==> src/rtl/irq_arb_pkg.sv <==
package irq_arb_pkg;
  localparam int PRIO_W = 4;
  localparam int GRP_W  = 2;
  localparam int KEY_W  = PRIO_W + GRP_W;

  typedef logic [PRIO_W-1:0] prio_t;

  typedef struct packed {
    logic  ien;
    prio_t lvl;
  } psw_t;
endpackage

==> src/rtl/irq_pend_bank.sv <==
module irq_pend_bank #(
  parameter int NUM_SRC = 8,
  parameter int IDW     = 3
) (
  input  logic               clk,
  input  logic               rst_n,
  input  logic [NUM_SRC-1:0] req_i,
  input  logic               clr_i,
  input  logic [IDW-1:0]     clr_id_i,
  output logic [NUM_SRC-1:0] pend_nxt_o
);
  logic [NUM_SRC-1:0] pend_q;

  for (genvar g = 0; g < NUM_SRC; g++) begin : g_bit
    logic hit;
    assign hit           = clr_i && (clr_id_i == IDW'(g));
    assign pend_nxt_o[g] = (pend_q[g] & ~hit) | req_i[g];

    always_ff @(posedge clk) begin
      if (!rst_n) pend_q[g] <= 1'b0;
      else        pend_q[g] <= pend_nxt_o[g];
    end

    // a transfer without a fresh request leaves the source idle
    p_ack_clears_r5: assert property (@(posedge clk) disable iff (!rst_n)
      (hit && !req_i[g]) |=> !pend_q[g]);
  end
endmodule

==> src/rtl/irq_status_ctl.sv <==
module irq_status_ctl
  import irq_arb_pkg::*;
#(
  parameter int PSW_LAG  = 2,
  parameter int ATOM_MAX = 4,
  parameter int ATOM_W   = 3
) (
  input  logic              clk,
  input  logic              rst_n,
  input  logic              instr_step_i,
  input  logic              psw_wr_i,
  input  psw_t              psw_new_i,
  input  logic              atomic_i,
  input  logic [ATOM_W-1:0] atomic_cnt_i,
  input  logic              ack_i,
  input  prio_t             ack_lvl_i,
  output psw_t              psw_nxt_o,
  output psw_t              psw_q_o,
  output logic              gate_nxt_o,
  output logic              busy_o
);
  localparam int DW = $clog2(PSW_LAG + 1);

  psw_t              eff_q, eff_n, stg_q, stg_n;
  logic [DW-1:0]     dly_q, dly_n;
  logic [ATOM_W-1:0] lock_q, lock_n;

  always_comb begin
    eff_n  = eff_q;
    stg_n  = stg_q;
    dly_n  = dly_q;
    lock_n = lock_q;
    if (ack_i) eff_n.lvl = ack_lvl_i;
    if (psw_wr_i) begin
      stg_n = psw_new_i;
      dly_n = DW'(PSW_LAG);
    end else if (instr_step_i && dly_q != '0) begin
      dly_n = dly_q - 1'b1;
      if (dly_q == DW'(1)) eff_n = stg_q;
    end
    if (atomic_i)
      lock_n = (atomic_cnt_i > ATOM_W'(ATOM_MAX)) ? ATOM_W'(ATOM_MAX) : atomic_cnt_i;
    else if (instr_step_i && lock_q != '0)
      lock_n = lock_q - 1'b1;
  end

  always_ff @(posedge clk) begin
    if (!rst_n) begin
      eff_q  <= '0;
      stg_q  <= '0;
      dly_q  <= '0;
      lock_q <= '0;
    end else begin
      eff_q  <= eff_n;
      stg_q  <= stg_n;
      dly_q  <= dly_n;
      lock_q <= lock_n;
    end
  end

  assign psw_nxt_o  = eff_n;
  assign psw_q_o    = eff_q;
  assign gate_nxt_o = (dly_n != '0) || (lock_n != '0);
  assign busy_o     = (dly_q != '0) || (lock_q != '0);

  // lockout never exceeds its ceiling
  p_lock_max_r8: assert property (@(posedge clk) disable iff (!rst_n)
    lock_q <= ATOM_W'(ATOM_MAX));
  // write delay never exceeds its length
  p_dly_max_r7: assert property (@(posedge clk) disable iff (!rst_n)
    dly_q <= DW'(PSW_LAG));
  // a waiting write with no step, no new write and no transfer leaves status alone
  p_psw_hold_r7: assert property (@(posedge clk) disable iff (!rst_n)
    (dly_q != '0 && !instr_step_i && !psw_wr_i && !ack_i) |=> $stable(eff_q));
endmodule

==> src/rtl/irq_arb_core.sv <==
module irq_arb_core
  import irq_arb_pkg::*;
#(
  parameter int NUM_SRC = 8,
  parameter int IDW     = 3
) (
  input  logic [NUM_SRC-1:0]        pend_i,
  input  logic [NUM_SRC-1:0]        en_i,
  input  logic [NUM_SRC*PRIO_W-1:0] lvl_i,
  input  logic [NUM_SRC*GRP_W-1:0]  grp_i,
  input  psw_t                      psw_i,
  output logic                      any_o,
  output logic [IDW-1:0]            id_o,
  output prio_t                     lvl_o
);
  logic [NUM_SRC-1:0] elig;
  logic [KEY_W-1:0]   key [NUM_SRC];

  for (genvar g = 0; g < NUM_SRC; g++) begin : g_src
    assign key[g]  = {lvl_i[g*PRIO_W +: PRIO_W], grp_i[g*GRP_W +: GRP_W]};
    assign elig[g] = pend_i[g] & en_i[g] & psw_i.ien &
                     (lvl_i[g*PRIO_W +: PRIO_W] > psw_i.lvl);
  end

  logic [KEY_W-1:0] best;

  always_comb begin
    any_o = 1'b0;
    id_o  = '0;
    best  = '0;
    for (int i = 0; i < NUM_SRC; i++) begin
      if (elig[i] && (!any_o || key[i] > best)) begin
        any_o = 1'b1;
        id_o  = IDW'(i);
        best  = key[i];
      end
    end
    lvl_o = best[KEY_W-1:GRP_W];
  end
endmodule

==> src/rtl/prio_irq_arbiter.sv <==
module prio_irq_arbiter
  import irq_arb_pkg::*;
#(
  parameter int NUM_SRC  = 8,
  parameter int PSW_LAG  = 2,
  parameter int ATOM_MAX = 4,
  parameter int ATOM_W   = $clog2(ATOM_MAX + 1),
  parameter int IDW      = (NUM_SRC > 1) ? $clog2(NUM_SRC) : 1
) (
  input  logic                      clk,
  input  logic                      rst_n,
  input  logic [NUM_SRC-1:0]        req_i,
  input  logic [NUM_SRC-1:0]        src_en_i,
  input  logic [NUM_SRC*4-1:0]      src_lvl_i,
  input  logic [NUM_SRC*2-1:0]      src_grp_i,
  input  logic                      instr_step_i,
  input  logic                      psw_wr_i,
  input  logic                      psw_ien_i,
  input  logic [3:0]                psw_lvl_i,
  input  logic                      atomic_i,
  input  logic [ATOM_W-1:0]         atomic_cnt_i,
  output logic                      irq_valid_o,
  input  logic                      irq_ready_i,
  output logic [IDW-1:0]            irq_id_o,
  output logic [3:0]                irq_lvl_o,
  output logic                      cur_ien_o,
  output logic [3:0]                cur_lvl_o
);
  logic               ack;
  logic [NUM_SRC-1:0] pend_nxt;
  psw_t               psw_nxt, psw_q, psw_new;
  logic               gate_nxt, stat_busy;
  logic               win_any;
  logic [IDW-1:0]     win_id;
  prio_t              win_lvl;

  assign ack     = irq_valid_o & irq_ready_i;
  assign psw_new = '{ien: psw_ien_i, lvl: psw_lvl_i};

  irq_pend_bank #(.NUM_SRC(NUM_SRC), .IDW(IDW)) u_pend (
    .clk        (clk),
    .rst_n      (rst_n),
    .req_i      (req_i),
    .clr_i      (ack),
    .clr_id_i   (irq_id_o),
    .pend_nxt_o (pend_nxt)
  );

  irq_status_ctl #(.PSW_LAG(PSW_LAG), .ATOM_MAX(ATOM_MAX), .ATOM_W(ATOM_W)) u_stat (
    .clk          (clk),
    .rst_n        (rst_n),
    .instr_step_i (instr_step_i),
    .psw_wr_i     (psw_wr_i),
    .psw_new_i    (psw_new),
    .atomic_i     (atomic_i),
    .atomic_cnt_i (atomic_cnt_i),
    .ack_i        (ack),
    .ack_lvl_i    (irq_lvl_o),
    .psw_nxt_o    (psw_nxt),
    .psw_q_o      (psw_q),
    .gate_nxt_o   (gate_nxt),
    .busy_o       (stat_busy)
  );

  irq_arb_core #(.NUM_SRC(NUM_SRC), .IDW(IDW)) u_arb (
    .pend_i (pend_nxt),
    .en_i   (src_en_i),
    .lvl_i  (src_lvl_i),
    .grp_i  (src_grp_i),
    .psw_i  (psw_nxt),
    .any_o  (win_any),
    .id_o   (win_id),
    .lvl_o  (win_lvl)
  );

  always_ff @(posedge clk) begin
    if (!rst_n) begin
      irq_valid_o <= 1'b0;
      irq_id_o    <= '0;
      irq_lvl_o   <= '0;
    end else begin
      irq_valid_o <= win_any & ~gate_nxt;
      irq_id_o    <= win_id;
      irq_lvl_o   <= win_lvl;
    end
  end

  assign cur_ien_o = psw_q.ien;
  assign cur_lvl_o = psw_q.lvl;

  // offers only under global enable
  p_enable_r1: assert property (@(posedge clk) disable iff (!rst_n)
    irq_valid_o |-> cur_ien_o);
  // offered source was enabled when arbitrated
  p_src_en_r2: assert property (@(posedge clk) disable iff (!rst_n)
    irq_valid_o |-> (($past(src_en_i) >> irq_id_o) & NUM_SRC'(1)) != '0);
  // offered level is above the current priority
  p_lvl_above_r3: assert property (@(posedge clk) disable iff (!rst_n)
    irq_valid_o |-> irq_lvl_o > cur_lvl_o);
  // level zero is never offered
  p_nonzero_r3: assert property (@(posedge clk) disable iff (!rst_n)
    irq_valid_o |-> irq_lvl_o != 4'd0);
  // no offer while a write waits or a lockout runs
  p_gated_r8: assert property (@(posedge clk) disable iff (!rst_n)
    irq_valid_o |-> !stat_busy);
  // a transfer raises the current priority to the offered level
  p_ack_raise_r6: assert property (@(posedge clk) disable iff (!rst_n)
    (irq_valid_o && irq_ready_i) |=> cur_lvl_o == $past(irq_lvl_o));
endmodule

==> config.mk <==
export PLATFORM = sky130hd
export DESIGN_NAME = prio_irq_arbiter
export DESIGN_NICKNAME = d
export VERILOG_FILES = /design/src/rtl/irq_arb_pkg.sv /design/src/rtl/irq_pend_bank.sv /design/src/rtl/irq_status_ctl.sv /design/src/rtl/irq_arb_core.sv /design/src/rtl/prio_irq_arbiter.sv
export SDC_FILE = /design/constraint.sdc
export NUM_CORES = 1
export LEC_CHECK = 0
export BUFFER_PORTS_ARGS = -buffer_cell sky130_fd_sc_hd__buf_2
export CAP_MARGIN = 40
export CORE_MARGIN = 1.5
export CORE_UTILIZATION = 35
export DETAILED_ROUTE_END_ITERATION = 16
export PLACE_DENSITY_LB_ADDON = 0.1
export SYNTH_ARGS = -nofsm -noshare
export SYNTH_HDL_FRONTEND = slang
export SYNTH_SLANG_ARGS = --single-unit
==> constraint.sdc <==
create_clock -name clk -period 28.6 [get_ports clk]
set_input_delay 1.43 -clock clk [delete_from_list [all_inputs] [get_ports clk]]
set_output_delay 1.43 -clock clk [all_outputs]
set_load 0.01 [all_outputs]
Word-level counts from Yosys, hierarchy flattened
Index checks and enable logic that the tools add are counted.

cells by class
  $add $sub $neg = 2
  order comparisons = 16
  equality and inequality tests = 8
  multiplexer cells = 32
  bitwise gates (word level) = 51
  reduce and logical (&&, ||, !) cells = 37

operators with widths
  operator                                                             count
  6-bit 2-to-1 mux                                                     8
  6-bit greater-than comparator                                        7
  1-bit AND                                                            34
  4-bit greater-than comparator                                        8
  3-bit 2-to-1 mux                                                     7
  1-bit logical AND                                                    17
  5-bit 2-to-1 mux                                                     3
  3-bit == test (second input constant)                                4
  1-bit 2-to-1 mux                                                     9
  1-bit inverter                                                       9
  1-bit logical OR                                                     8
  2-bit 2-to-1 mux                                                     4
  1-bit bitwise OR                                                     8
  1-bit zero test                                                      7
  3-bit by 2-bit == test with 1-bit output (second input constant)     2
  3-bit nonzero test                                                   2
  4-bit 2-to-1 mux                                                     1
  2-bit nonzero test                                                   2
  3-bit by 1-bit == test with 1-bit output (second input constant)     1
  3-bit greater-than comparator (second input constant)                1
  3-bit zero test                                                      1
  3-bit by 1-bit subtractor with 3-bit output (second input constant)  1
  2-bit by 1-bit == test with 1-bit output (second input constant)     1
  2-bit by 1-bit subtractor with 2-bit output (second input constant)  1

storage, ports and cells
  flip-flop bits (word level) = 31
  bits of input ports = 78
  word-level logic and storage cells = 163

Depth between registers and ports, before layout
  depth in word-level cells = 38
  depth in mapped cells = 80
  mapped depth without buffers = 73

Hierarchy
Synthesis repeated with hierarchy kept, for this count alone.

unflattened totals
  cells, all modules = 486
  area total of the unflattened synthesis = 4164.0 µm²

by module, submodules not included
  module            instances  cells an instance  area an instance (µm²)  seq. area each (µm²)
  irq_arb_core      1          346                2751.4                  0.0
  irq_status_ctl    1          83                 768.2                   300.3
  irq_pend_bank     1          40                 416.6                   160.2
  prio_irq_arbiter  1          17                 227.7                   160.2

Worst setup path after synthesis
Ideal clock, no wire load.

  path type = input-to-reg
  start point = input port psw_wr_i
  end point = register irq_id_o[2]
  setup time = 0.120 ns
  arrival time = 13.848 ns
  required time = 28.480 ns
  setup slack = 14.632 ns
  cell stages on the path = 76
  path buffers = 8
  cells stage by stage = buf_6 -> nor4bb_4 -> buf_6 -> a21oi_1 -> a21oi_1 -> ha_1 -> nor2b_1 -> o211ai_1 -> a211oi_4 -> and2_4 -> buf_6 -> nand2_1 -> ha_1 -> and4_1 -> and3_1 -> a31oi_1 -> nand3b_1 -> and3_1 -> [40 not listed] -> nor2b_1 -> o21a_1 -> o21ai_0 -> a211o_1 -> o31ai_2 -> buf_2 -> nor3_1 -> a21oi_1 -> ha_1 -> nor2b_1 -> o21a_1 -> o21a_1 -> o21a_1 -> o21ai_0 -> a32oi_1 -> o21bai_1 -> nand2b_1 -> o31a_1

on the way
  word-level cells in the longest chain between the ends = 32

RTL lines
  what                                                              line                                    source
  start: declaration                                                prio_irq_arbiter.sv:17                  input logic psw_wr_i,
  5-bit 2-to-1 mux (*)                                              irq_status_ctl.sv:34                    if (psw_wr_i) begin
  4-bit greater-than comparator or 1-bit AND (tied branches)        irq_arb_core.sv:22, irq_arb_core.sv:21
  1-bit AND                                                         irq_arb_core.sv:21                      assign elig[g] = pend_i[g] & en_i[g] & psw_i.ien &
  6-bit 2-to-1 mux or 1-bit 2-to-1 mux (tied branches)              irq_arb_core.sv:32                      if (elig[i] && (!any_o || key[i] > best)) begin
  6-bit greater-than comparator or 1-bit zero test (tied branches)  irq_arb_core.sv:32
  1-bit logical OR                                                  irq_arb_core.sv:32
  1-bit logical AND                                                 irq_arb_core.sv:32
  6-bit 2-to-1 mux or 1-bit 2-to-1 mux (tied branches)              irq_arb_core.sv:32
  [16 not listed]                                                   -
  6-bit greater-than comparator or 1-bit zero test (tied branches)  irq_arb_core.sv:32
  1-bit logical OR                                                  irq_arb_core.sv:32
  1-bit logical AND                                                 irq_arb_core.sv:32
  6-bit 2-to-1 mux or 1-bit 2-to-1 mux (tied branches)              irq_arb_core.sv:32
  6-bit greater-than comparator or 1-bit zero test (tied branches)  irq_arb_core.sv:32
  1-bit logical OR                                                  irq_arb_core.sv:32
  1-bit logical AND                                                 irq_arb_core.sv:32
  3-bit 2-to-1 mux (*)                                              irq_arb_core.sv:32
  end signal: assignment                                            prio_irq_arbiter.sv:83                  irq_id_o <= win_id;
  end: declaration                                                  prio_irq_arbiter.sv:24                  output logic [IDW-1:0] irq_id_o,

Mark *: on every way between the ends. The rest lies on a longest branch, timed or not.
A chain may end at the register's enable or synchronous reset.

Worst setup path after layout
Ends and elaborated chain as after synthesis.

==> flow_metrics.tcl <==
set metrics [dict create \
    cts_resized 0 \
    r2r_slack_ns 13.74 \
    final-hold-violation-count 0 \
    fin_tns_setup_ns 0 \
    drv_cap 0 \
    cts.path.max_buffers 2 \
    slew_headroom 0.4729 \
    syn_inst 486 \
    fp.dieH_um 109.7 \
    status "finished clean" \
    finalMaxSlewViolations 0 \
    worstSetupPathType "in2reg" \
    min_path_cells 2 \
    met1_usage 0.2708 \
    wl_per_cell_um 16.96 \
    met3_usage 0.02964 \
    ys_async_sr_fraction 0 \
    slowest_delay_ns 0.64 \
    post-route-period-util 0.5428 \
    arrival_ns 15.68 \
    synth_nets 642 \
    grt-busiest-layer "met2" \
    wl_um 12090 \
    synth-edff-count 0 \
    final_common_cell "buf_2" \
    dp_slack_ns 13.06 \
    drtIter0Drc 172 \
    worstPathRequired_ns 28.76 \
    viasPerCell 5.467 \
    grt_first_pass_wirelength_um 18750 \
    cts_root_buffer "clkbuf_16" \
    yosys_warnings 0 \
    grtUsageMet2 0.3385 \
    place_inst 706 \
    drtAntennaViolNets 0 \
    yosysTopAreaCell "ha_1" \
    avgSynthCellArea_um2 8.200 \
    synth-seq-cells 31 \
    slowest_stage "nor4bb_4" \
    h-tree-depth 2 \
    cts_tree "yes" \
    fin_crit_ns 15.52 \
    p_comb_frac 0.238 \
    drive_gt1_frac 0.2373 \
    synth_area_leaders "ha_1 (24%), dfxtp_1 (16%), a21oi_1 (4.6%), nor2b_1 (3.9%), nand2_1 (3.5%)" \
    yosys.area.top_type_share 0.2449 \
    synth_ff_type "dfxtp_1" \
    skew_ns 0.002639 \
    grtUsageTotal 0.2022 \
    p_int_mw 0.09290 \
    worst_slew_pin_slew_ns 0.7860 \
    dp_hpwl_um 10260 \
    io_pins 91 \
    antenna_found_initial 0 \
    pwr-share-clk 0.403 \
    area_delta_synth_final_pct 17.93 \
    diodes 0 \
    setup.worst_path.end_class "flop" \
    rsz0062_at_grt "no" \
    core_area_um2 10980 \
    vias 3898 \
    clk_latency_ns 0.27 \
    hold_path.class "reg2reg" \
    initial_core_util 0.3628 \
    layout.nets 729 \
    p_sw_frac 0.2715 \
    gp_congestion 0.9347 \
    power_density_nw_per_um2 27.14 \
    cpMostUsedCell "ha_1" \
    p_seq_frac 0.359 \
    seq_area_frac_synth 0.1557 \
    grt_pass1_vias 3671 \
    p_switching_mw 0.03463 \
    die_area_um2 12040 \
    max_freq_ghz 0.06441 \
    grt_max_degree 33 \
    dr.pass1.iters 4 \
    io_buffers 90 \
    post_cts_buffers 0 \
    setup_ws_ns 13.08 \
    dieWidth_um 109.7 \
    cts.clk_slew.worst_paths_ns 0.05 \
    reg2reg_depth 72 \
    crit_fanout 14 \
    cts_made_buffers 5 \
    setup_violations 0 \
    start_kind "input pin" \
    netlist_area_um2 3985 \
    rows 38 \
    final_cell_mix "buf_2 (90), ha_1 (78), nand2_1 (37), a21oi_1 (37), inv_1 (34)" \
    cts_sinks 31 \
    p_leak_nw 2.118 \
    finalPower_mw 0.1275 \
    cts_hold_buf 0 \
    worst_hold_slack_ns 0.5307 \
    fin_cells 713 \
    synth.distinct_cells 67 \
    overflow 0 \
    peakVddDrop_v 0.00002201 \
    post-route-drc-count 0 \
]
per-stage QoR:
step             util  instance area, um2
5_1_grt        0.4279                4700
6_report       0.4279                4700
4_1_cts        0.4279                4700
2_1_floorplan       -                3985
3_5_place_dp   0.4148                4556
3_3_place_gp   0.4148                4556
logic make-up (layout without fill, tap and decap cells):
family / count (synthesis) / count (layout) / share of synthesized area
mux: 13 / 13 / 0.03736
compound gates: 144 / 144 / 0.2678
xor+xnor: 2 / 2 / 0.004396
buf+inv: 48 / 135 / 0.05337
flops: 31 / 31 / 0.1557
simple gates: 170 / 170 / 0.2364
fa+ha+maj: 78 / 78 / 0.2449
worst paths after layout:
path,start,to
setup / recovery,psw_wr_i,irq_id_o[2]
setup reg to reg,u_stat.dly_q[0],irq_id_o[2]
hold / removal,u_stat.stg_q[0],u_stat.stg_q[0]
hold reg to reg,u_stat.stg_q[0],u_stat.stg_q[0]
Yosys cell counts, types with 3 or more instances:
cell	number
nand3b_1	4
or2_2	5
nand2_1	37
a31oi_1	6
buf_2	5
nor2b_1	25
and3_1	8
a21oi_1	37
and2_1	15
clkbuf_1	4
a21o_1	7
inv_1	34
o2bb2ai_1	4
nand2b_1	9
ha_1	78
o22ai_1	6
o32ai_1	4
o21bai_1	3
o21a_1	16
buf_6	3
a221oi_2	4
o311ai_2	3
nor3_1	9
mux2i_1	7
mux2_2	5
o21ai_0	18
a211oi_1	5
nor2_1	19
nand4_1	13
o211ai_1	6
dfxtp_1	31
nand3_1	13
cell type report:
cell class              instances  area [um2]
clock inverters                 1       5.005
multi-input cells             407        3152
flip-flops and latches         31       620.6
inverters                      34       127.6
fillers                      1124        6284
clock buffers                   6       138.9
well taps                     140       175.2
repair buffers                 94       480.5
routing by layer:
layer / vias up / share of wire
li1: 1976 / -
met1: 1779 / 0.47
met2: 125 / 0.46
met3: 18 / 0.056
met4: 0 / 0.017
met5: - / 0
power by group through the flow:
stage	Combinational, mW	Clock (mW)	Sequential [mW]
global placement	0.0296	0	0.0467
floorplan	0.0177	0	0.0465
global route	0.0345	0.0546	0.0459
finish	0.0303	0.0514	0.0458
detailed placement	0.0303	0	0.0467
CTS	0.0305	0.0523	0.0458
critical path, delay by kind of cell:
kind / cells / cell delay [ns]
multiplexers: 1 / 0.34
buffers and inverters: 3 / 0.46
adder cells (fa/ha/maj): 8 / 2.28
AO/OA/AOI/OAI: 37 / 6.31
AND/OR/NAND/NOR: 22 / 4.85
flip-flops by register name, indices dropped and copies added (netlist names):
register and cells:
u_pend.pend_q 8, u_stat.psw_q_o 5, u_stat.stg_q 5, irq_lvl_o 4, irq_id_o 3, u_stat.lock_q 3
u_stat.dly_q 2, irq_valid_o 1
Power figures use the tool's default switching activity.
